$ cat src/rtl/i2s_tx_pkg.sv
package i2s_tx_pkg;
  typedef enum logic {
    RATE_BASE   = 1'b0,
    RATE_DOUBLE = 1'b1
  } rate_e;
endpackage

$ cat src/rtl/i2s_bitclk.sv
module i2s_bitclk
  import i2s_tx_pkg::*;
#(
  parameter int HALF_BASE = 8,
  parameter int PH_W      = $clog2(2 * HALF_BASE)
) (
  input  logic clk_i,
  input  logic rst_ni,
  input  logic rate_sel_i,
  input  logic frame_start_i,
  output logic slot_adv_o,
  output logic sclk_o
);
  localparam int LAST_BASE = 2 * HALF_BASE - 1;
  localparam int HALF_DBL  = HALF_BASE / 2;
  localparam int LAST_DBL  = HALF_BASE - 1;

  rate_e           rate_q, rate_n;
  logic [PH_W-1:0] ph_q, ph_n, last_cur, half_n;
  logic            sclk_q;

  assign last_cur   = (rate_q == RATE_DOUBLE) ? PH_W'(LAST_DBL) : PH_W'(LAST_BASE);
  assign slot_adv_o = (ph_q == last_cur);
  assign ph_n       = slot_adv_o ? '0 : ph_q + 1'b1;
  // rate is only sampled when a new frame begins
  assign rate_n     = frame_start_i ? rate_e'(rate_sel_i) : rate_q;
  assign half_n     = (rate_n == RATE_DOUBLE) ? PH_W'(HALF_DBL) : PH_W'(HALF_BASE);

  always_ff @(posedge clk_i or negedge rst_ni) begin
    if (!rst_ni) begin
      ph_q   <= PH_W'(LAST_BASE);
      rate_q <= RATE_BASE;
      sclk_q <= 1'b1;
    end else begin
      ph_q   <= ph_n;
      rate_q <= rate_n;
      sclk_q <= (ph_n >= half_n);
    end
  end

  assign sclk_o = sclk_q;

  a_r7_rate_at_frame_edge: assert property (@(posedge clk_i) disable iff (!rst_ni)
    (rate_q != $past(rate_q)) |-> $past(frame_start_i));

  a_r2_phase_in_range: assert property (@(posedge clk_i) disable iff (!rst_ni)
    (rate_q == RATE_DOUBLE) |-> (ph_q <= PH_W'(LAST_DBL)));
endmodule

$ cat src/rtl/i2s_frame_seq.sv
module i2s_frame_seq #(
  parameter int SAMPLE_W = 24,
  parameter int SLOTS    = 2 * SAMPLE_W,
  parameter int SLOT_W   = $clog2(SLOTS)
) (
  input  logic              clk_i,
  input  logic              rst_ni,
  input  logic              slot_adv_i,
  output logic              frame_start_o,
  output logic [SLOT_W-1:0] slot_n_o,
  output logic              lrclk_o,
  output logic              req_o
);
  localparam int LAST_SLOT = SLOTS - 1;

  logic [SLOT_W-1:0] slot_q;
  logic              lr_q, req_q;

  assign frame_start_o = slot_adv_i && (slot_q == SLOT_W'(LAST_SLOT));
  always_comb begin
    slot_n_o = slot_q;
    if (slot_adv_i) slot_n_o = frame_start_o ? '0 : slot_q + 1'b1;
  end

  always_ff @(posedge clk_i or negedge rst_ni) begin
    if (!rst_ni) begin
      slot_q <= SLOT_W'(LAST_SLOT);
      lr_q   <= 1'b1;
      req_q  <= 1'b0;
    end else begin
      slot_q <= slot_n_o;
      lr_q   <= (slot_n_o >= SLOT_W'(SAMPLE_W));
      req_q  <= frame_start_o;
    end
  end

  assign lrclk_o = lr_q;
  assign req_o   = req_q;

  a_r1_slot_in_range: assert property (@(posedge clk_i) disable iff (!rst_ni)
    slot_q <= SLOT_W'(LAST_SLOT));

  a_r6_req_one_cycle: assert property (@(posedge clk_i) disable iff (!rst_ni)
    req_q |=> !req_q);
endmodule

$ cat src/rtl/i2s_serializer.sv
module i2s_serializer #(
  parameter int SAMPLE_W = 24,
  parameter int SLOT_W   = $clog2(2 * SAMPLE_W)
) (
  input  logic                clk_i,
  input  logic                rst_ni,
  input  logic                frame_start_i,
  input  logic                slot_adv_i,
  input  logic [SLOT_W-1:0]   slot_n_i,
  input  logic [SAMPLE_W-1:0] left_i,
  input  logic [SAMPLE_W-1:0] right_i,
  output logic                sdata_o
);
  logic [SAMPLE_W-1:0] l_q, r_q, l_sh, r_sh;
  logic [SLOT_W-1:0]   idx_l, idx_r;
  logic                sd_q, sd_n;

  assign idx_l = SLOT_W'(SAMPLE_W) - slot_n_i;
  assign idx_r = SLOT_W'(2 * SAMPLE_W) - slot_n_i;
  assign l_sh  = l_q >> idx_l;
  assign r_sh  = r_q >> idx_r;

  // slot 0 carries the old right LSB; evaluated before the new pair lands
  always_comb begin
    if (slot_n_i == '0)                        sd_n = r_q[0];
    else if (slot_n_i <= SLOT_W'(SAMPLE_W))    sd_n = l_sh[0];
    else                                       sd_n = r_sh[0];
  end

  always_ff @(posedge clk_i or negedge rst_ni) begin
    if (!rst_ni) begin
      l_q  <= '0;
      r_q  <= '0;
      sd_q <= 1'b0;
    end else begin
      if (slot_adv_i)    sd_q <= sd_n;
      if (frame_start_i) begin
        l_q <= left_i;
        r_q <= right_i;
      end
    end
  end

  assign sdata_o = sd_q;

  a_r8_hold_between_frames: assert property (@(posedge clk_i) disable iff (!rst_ni)
    ((l_q != $past(l_q)) || (r_q != $past(r_q))) |-> $past(frame_start_i));
endmodule

$ cat src/rtl/i2s_tx_clkgen.sv
module i2s_tx_clkgen
  import i2s_tx_pkg::*;
#(
  parameter int SAMPLE_W  = 24,
  parameter int HALF_BASE = 8
) (
  input  logic                clk_i,
  input  logic                rst_ni,
  input  logic                rate_sel_i,
  input  logic [SAMPLE_W-1:0] left_i,
  input  logic [SAMPLE_W-1:0] right_i,
  output logic                req_o,
  output logic                mclk_o,
  output logic                sclk_o,
  output logic                lrclk_o,
  output logic                sdata_o
);
  localparam int SLOTS  = 2 * SAMPLE_W;
  localparam int SLOT_W = $clog2(SLOTS);
  localparam int PH_W   = $clog2(2 * HALF_BASE);

  logic              slot_adv, frame_start;
  logic [SLOT_W-1:0] slot_n;

  assign mclk_o = clk_i;

  i2s_bitclk #(.HALF_BASE(HALF_BASE), .PH_W(PH_W)) u_bitclk (
    .clk_i        (clk_i),
    .rst_ni       (rst_ni),
    .rate_sel_i   (rate_sel_i),
    .frame_start_i(frame_start),
    .slot_adv_o   (slot_adv),
    .sclk_o       (sclk_o)
  );

  i2s_frame_seq #(.SAMPLE_W(SAMPLE_W), .SLOTS(SLOTS), .SLOT_W(SLOT_W)) u_frame (
    .clk_i        (clk_i),
    .rst_ni       (rst_ni),
    .slot_adv_i   (slot_adv),
    .frame_start_o(frame_start),
    .slot_n_o     (slot_n),
    .lrclk_o      (lrclk_o),
    .req_o        (req_o)
  );

  i2s_serializer #(.SAMPLE_W(SAMPLE_W), .SLOT_W(SLOT_W)) u_ser (
    .clk_i        (clk_i),
    .rst_ni       (rst_ni),
    .frame_start_i(frame_start),
    .slot_adv_i   (slot_adv),
    .slot_n_i     (slot_n),
    .left_i       (left_i),
    .right_i      (right_i),
    .sdata_o      (sdata_o)
  );

  a_r3_sdata_stable_high: assert property (@(posedge clk_i) disable iff (!rst_ni)
    (sclk_o && $past(sclk_o)) |-> $stable(sdata_o));

  a_r5_lr_on_sclk_fall: assert property (@(posedge clk_i) disable iff (!rst_ni)
    !$stable(lrclk_o) |-> $fell(sclk_o));

  a_r6_req_at_lr_fall: assert property (@(posedge clk_i) disable iff (!rst_ni)
    req_o |-> $fell(lrclk_o));
endmodule

$ cat config.mk
export PLATFORM = sky130hd
export DESIGN_NAME = i2s_tx_clkgen
export DESIGN_NICKNAME = d
export VERILOG_FILES = /design/src/rtl/i2s_tx_pkg.sv /design/src/rtl/i2s_bitclk.sv /design/src/rtl/i2s_frame_seq.sv /design/src/rtl/i2s_serializer.sv /design/src/rtl/i2s_tx_clkgen.sv
export SDC_FILE = /design/constraint.sdc
export NUM_CORES = 1
export LEC_CHECK = 0
export BUFFER_PORTS_ARGS = -buffer_cell sky130_fd_sc_hd__buf_2
export CAP_MARGIN = 25
export CORE_ASPECT_RATIO = 1.25
export CORE_MARGIN = 2
export CORE_UTILIZATION = 35
export DETAILED_ROUTE_END_ITERATION = 10
export PLACE_DENSITY = 0.57
export SLEW_MARGIN = 40
export SYNTH_ARGS = -nofsm -noshare
export SYNTH_HDL_FRONTEND = slang
export SYNTH_SLANG_ARGS = --single-unit
$ cat constraint.sdc
create_clock -name clk_i -period 4.2 [get_ports clk_i]
set_input_delay 0.63 -clock clk_i [delete_from_list [all_inputs] [get_ports clk_i]]
set_output_delay 0.63 -clock clk_i [all_outputs]
set_load 0.03 [all_outputs]
==> summary.md <==
| Metric | Value |
|---|---|
| Post-DP HPWL | 6180 um |
| Crit share post-route | 85.3% |
| Comb pwr share | 2.3% |
| Worst Setup End Kind | flip-flop |
| Async SR Flop Fraction | 100% |
| Ant diodes | 0 |
| Reg-to-Reg Start | u_bitclk.ph_q[0]$_DFF_PN1_ |
| Syn nets | 396 |
| Die height | 118 um |
| P_int | 1.22 mW |
| Initial antenna violation count | 0 |
| Status | finished, final reports clean |
| FF-to-FF End | u_ser.sdata_o$_DFFE_PN0N_ |
| Rows | 41 |
| CTS tree | built |
| Number of synthesis warnings | 0 |
| Die ar. | 11300 sq um |
| Leak Pwr | 2.10 nW |
| Sw Ratio | 20.2% |
| Seq cells post-synth | 63 |
| Clock Pin Slew Worst Setup and Hold Paths | 50 ps |
| Clock power share | 58.1% |
| Worst vdd ir | 241 uV |
| Avg Synthesized Cell Area | 10.7 sq um |
| Max Cap Violations | 0 |
| Initial core utilization | 36.1% |
| Worst EP required | 4510 ps |
| DR WL/cell | 16.2 um |
| Worst hold path type | input pin to async pin |
| PD cells | 350 nW/um^2 |
| Flop pwr share | 39.6% |
| Synthesis-to-layout area growth | 19.9% |
| R2R cell count | 10 |
| Total number of vias | 2829 |
| R2r setup slk | 620 ps |
| Fin area | 4380 sq um |
| FMAX | 279 MHz |
| PortBufs | 55 |
| Primary FF master, synth | dfrtp_1 |
| CTS resizes | 0 |
| Number of global-route vias before repair | 2956 |
| Antenna-violating nets left | 0 |
| Cells after synthesis | 340 |
| Fin Setup TNS | 0 ps |
| WL final | 8510 um |
| WS Path Type | flip-flop to flip-flop |
| Power, Total | 1.53 mW |
| Fin crit period | 3580 ps |
| Clock Latency Late Sink | 440 ps |
| Largest net degree at the start of global routing | 46 |
| Worst setup SP type | flip-flop |
| Total congestion overflow | 0 |
| Crit Path Max Fanout | 11 |
| Placer Congestion | 0.897 |
| Sw Pwr | 310 uW |
| Nets@finish | 447 |
| Setup Viol. Count Final | 0 |
| Placed cell area | 4010 sq um |
| # IOs | 56 |
| Slew @ Worst Pin | 684 ps |
| Yosys cell types | 54 |
| DRT iter0 DRCs | 118 |
| Post-synthesis sequential area ratio | 43.5% |
| Hold Buf Count CTS | 0 |
| Via density | 5.39 |
| Arr. time, crit path | 3890 ps |
| First-pass GRT wire length | 14700 um |
| Layout cells sized above 1 | 37.6% |
| Post CTS Setup Buffer Count | 0 |
| Placeable Area | 10100 sq um |
| Rel. slew slack | 54.4% |
| Hold Violations, Final | 0 |
| Final Max Slew Viols | 0 |
| 1st-pass router iterations | 4 |
| Number of flops mapped to enable cells by yosys | 0 |
| Total track usage | 16.9% |
| Clock Skew | 4.56 ps |
| Netlist Area Pre-Place | 3650 sq um |
| DRC viols | 0 |
| Unrepaired setup endpoints after global routing | no |
| DIE WIDTH | 95.4 um |
[through the flow]
stage	hold WS (ps)	setup slack, ps	std cells	util, %
finish	230	615	525	43.3
detailed placement	504	613	506	39.7
global route	290	316	525	43.3
CTS	254	610	525	43.3
global placement	495	670	506	39.6
floorplan	334	729	340	-
[power by group through the flow]
stage | clock network (mW) | logic (mW) | registers [mW]
detailed placement | 0.0300 | 0.0367 | 0.618
global route | 0.934 | 0.0404 | 0.608
global placement | 0.0300 | 0.0364 | 0.618
finish | 0.891 | 0.0348 | 0.608
floorplan | 0.0357 | 0.000385 | 0.618
CTS | 0.908 | 0.0368 | 0.608
[per-layer routing]
metal,GRT usage [%],routed length [um],vias up
li1,-,-,1356
met1,21.5,3620,1383
met2,26.6,4380,77
met3,4.27,354,13
met4,7.61,156,0
met5,0,0,-
[placed cells by master (no fill, tap or decap), types with 3 or more instances in the layout]
cell type	count
a2111oi_0	3
a211oi_1	5
a21oi_1	16
a22oi_1	8
a31oi_1	4
and2_1	3
and3_1	3
and4_1	3
buf_2	55
buf_4	7
clkbuf_16	12
clkinv_2	3
dfrtp_1	52
dfstp_2	11
ha_1	5
inv_1	9
mux2_2	50
mux2i_1	21
nand2_1	38
nand3_1	11
nand4_1	3
nor2_1	12
nor3_1	6
o21ai_0	9
xnor2_1	3
[logic make-up after synthesis]
kind of cell	synth area share [%]
AOI/OAI and AO/OA	13.5
xor gates and xnor gates	2.09
adders and majority gates	1.71
buffers and inverters	4.73
DFF	43.5
muxes	22.7
and+or+nand+nor	11.8
[synthesized netlist by cell type (5+ instances only)]
cell type | number | share of area (%)
dfrtp_1 | 52 | 36
mux2_2 | 50 | 15
nand2_1 | 38 | 3.9
mux2i_1 | 21 | 5.8
a21oi_1 | 16 | 2.2
nor2_1 | 13 | 1.3
buf_2 | 12 | 1.6
dfstp_2 | 11 | 7.9
nand3_1 | 11 | 1.5
inv_1 | 9 | 0.92
o21ai_0 | 9 | 1.2
a22oi_1 | 8 | 1.6
clkbuf_1 | 8 | 0.82
nor3_1 | 6 | 0.82
a211oi_1 | 5 | 1.0
ha_1 | 5 | 1.7
[final cells by class]
| type | count | area, sq um |
|---|---|---|
| fill | 949 | 5730 |
| clock inverter | 4 | 45.0 |
| clock buffer | 16 | 327 |
| tap | 129 | 161 |
| multi-input combinational | 243 | 1900 |
| timing repair buffer | 61 | 323 |
| sequential | 63 | 1590 |
| inverter | 9 | 33.8 |
[registers in the layout, indices dropped and copies added, names as in the netlist]
register         cells
u_bitclk.ph_q        4
u_ser.r_q           24
u_ser.l_q           24
u_ser.sdata_o        1
u_bitclk.sclk_o      1
u_frame.lrclk_o      1
u_frame.slot_q       6
u_frame.req_o        1
u_bitclk.rate_q      1
[worst max-delay path: stages (launching register included)]
cell	delay, ps
dfstp_2	530
ha_1	240
and2_0	350
nand2_1	400
mux2i_1	240
ha_1	250
xor3_1	330
mux4_2	520
and3_1	190
nor4_2	270
o311ai_1	130
[how the worst max path moves through the flow]
| stage | from | end | depth (start not counted) |
|---|---|---|---|
| 2_1_floorplan | u_bitclk.ph_q[0]$_DFF_PN1_ | u_ser.sdata_o$_DFFE_PN0N_ | 12 |
| 3_3_place_gp | u_bitclk.ph_q[0]$_DFF_PN1_ | u_ser.sdata_o$_DFFE_PN0N_ | 10 |
| 3_5_place_dp | u_bitclk.ph_q[0]$_DFF_PN1_ | u_ser.sdata_o$_DFFE_PN0N_ | 10 |
| 4_1_cts | u_bitclk.ph_q[0]$_DFF_PN1_ | u_ser.sdata_o$_DFFE_PN0N_ | 10 |
| 5_1_grt | u_bitclk.ph_q[0]$_DFF_PN1_ | u_ser.sdata_o$_DFFE_PN0N_ | 12 |
| 6_report | u_bitclk.ph_q[0]$_DFF_PN1_ | u_ser.sdata_o$_DFFE_PN0N_ | 10 |
Power figures use the tool's default switching activity.
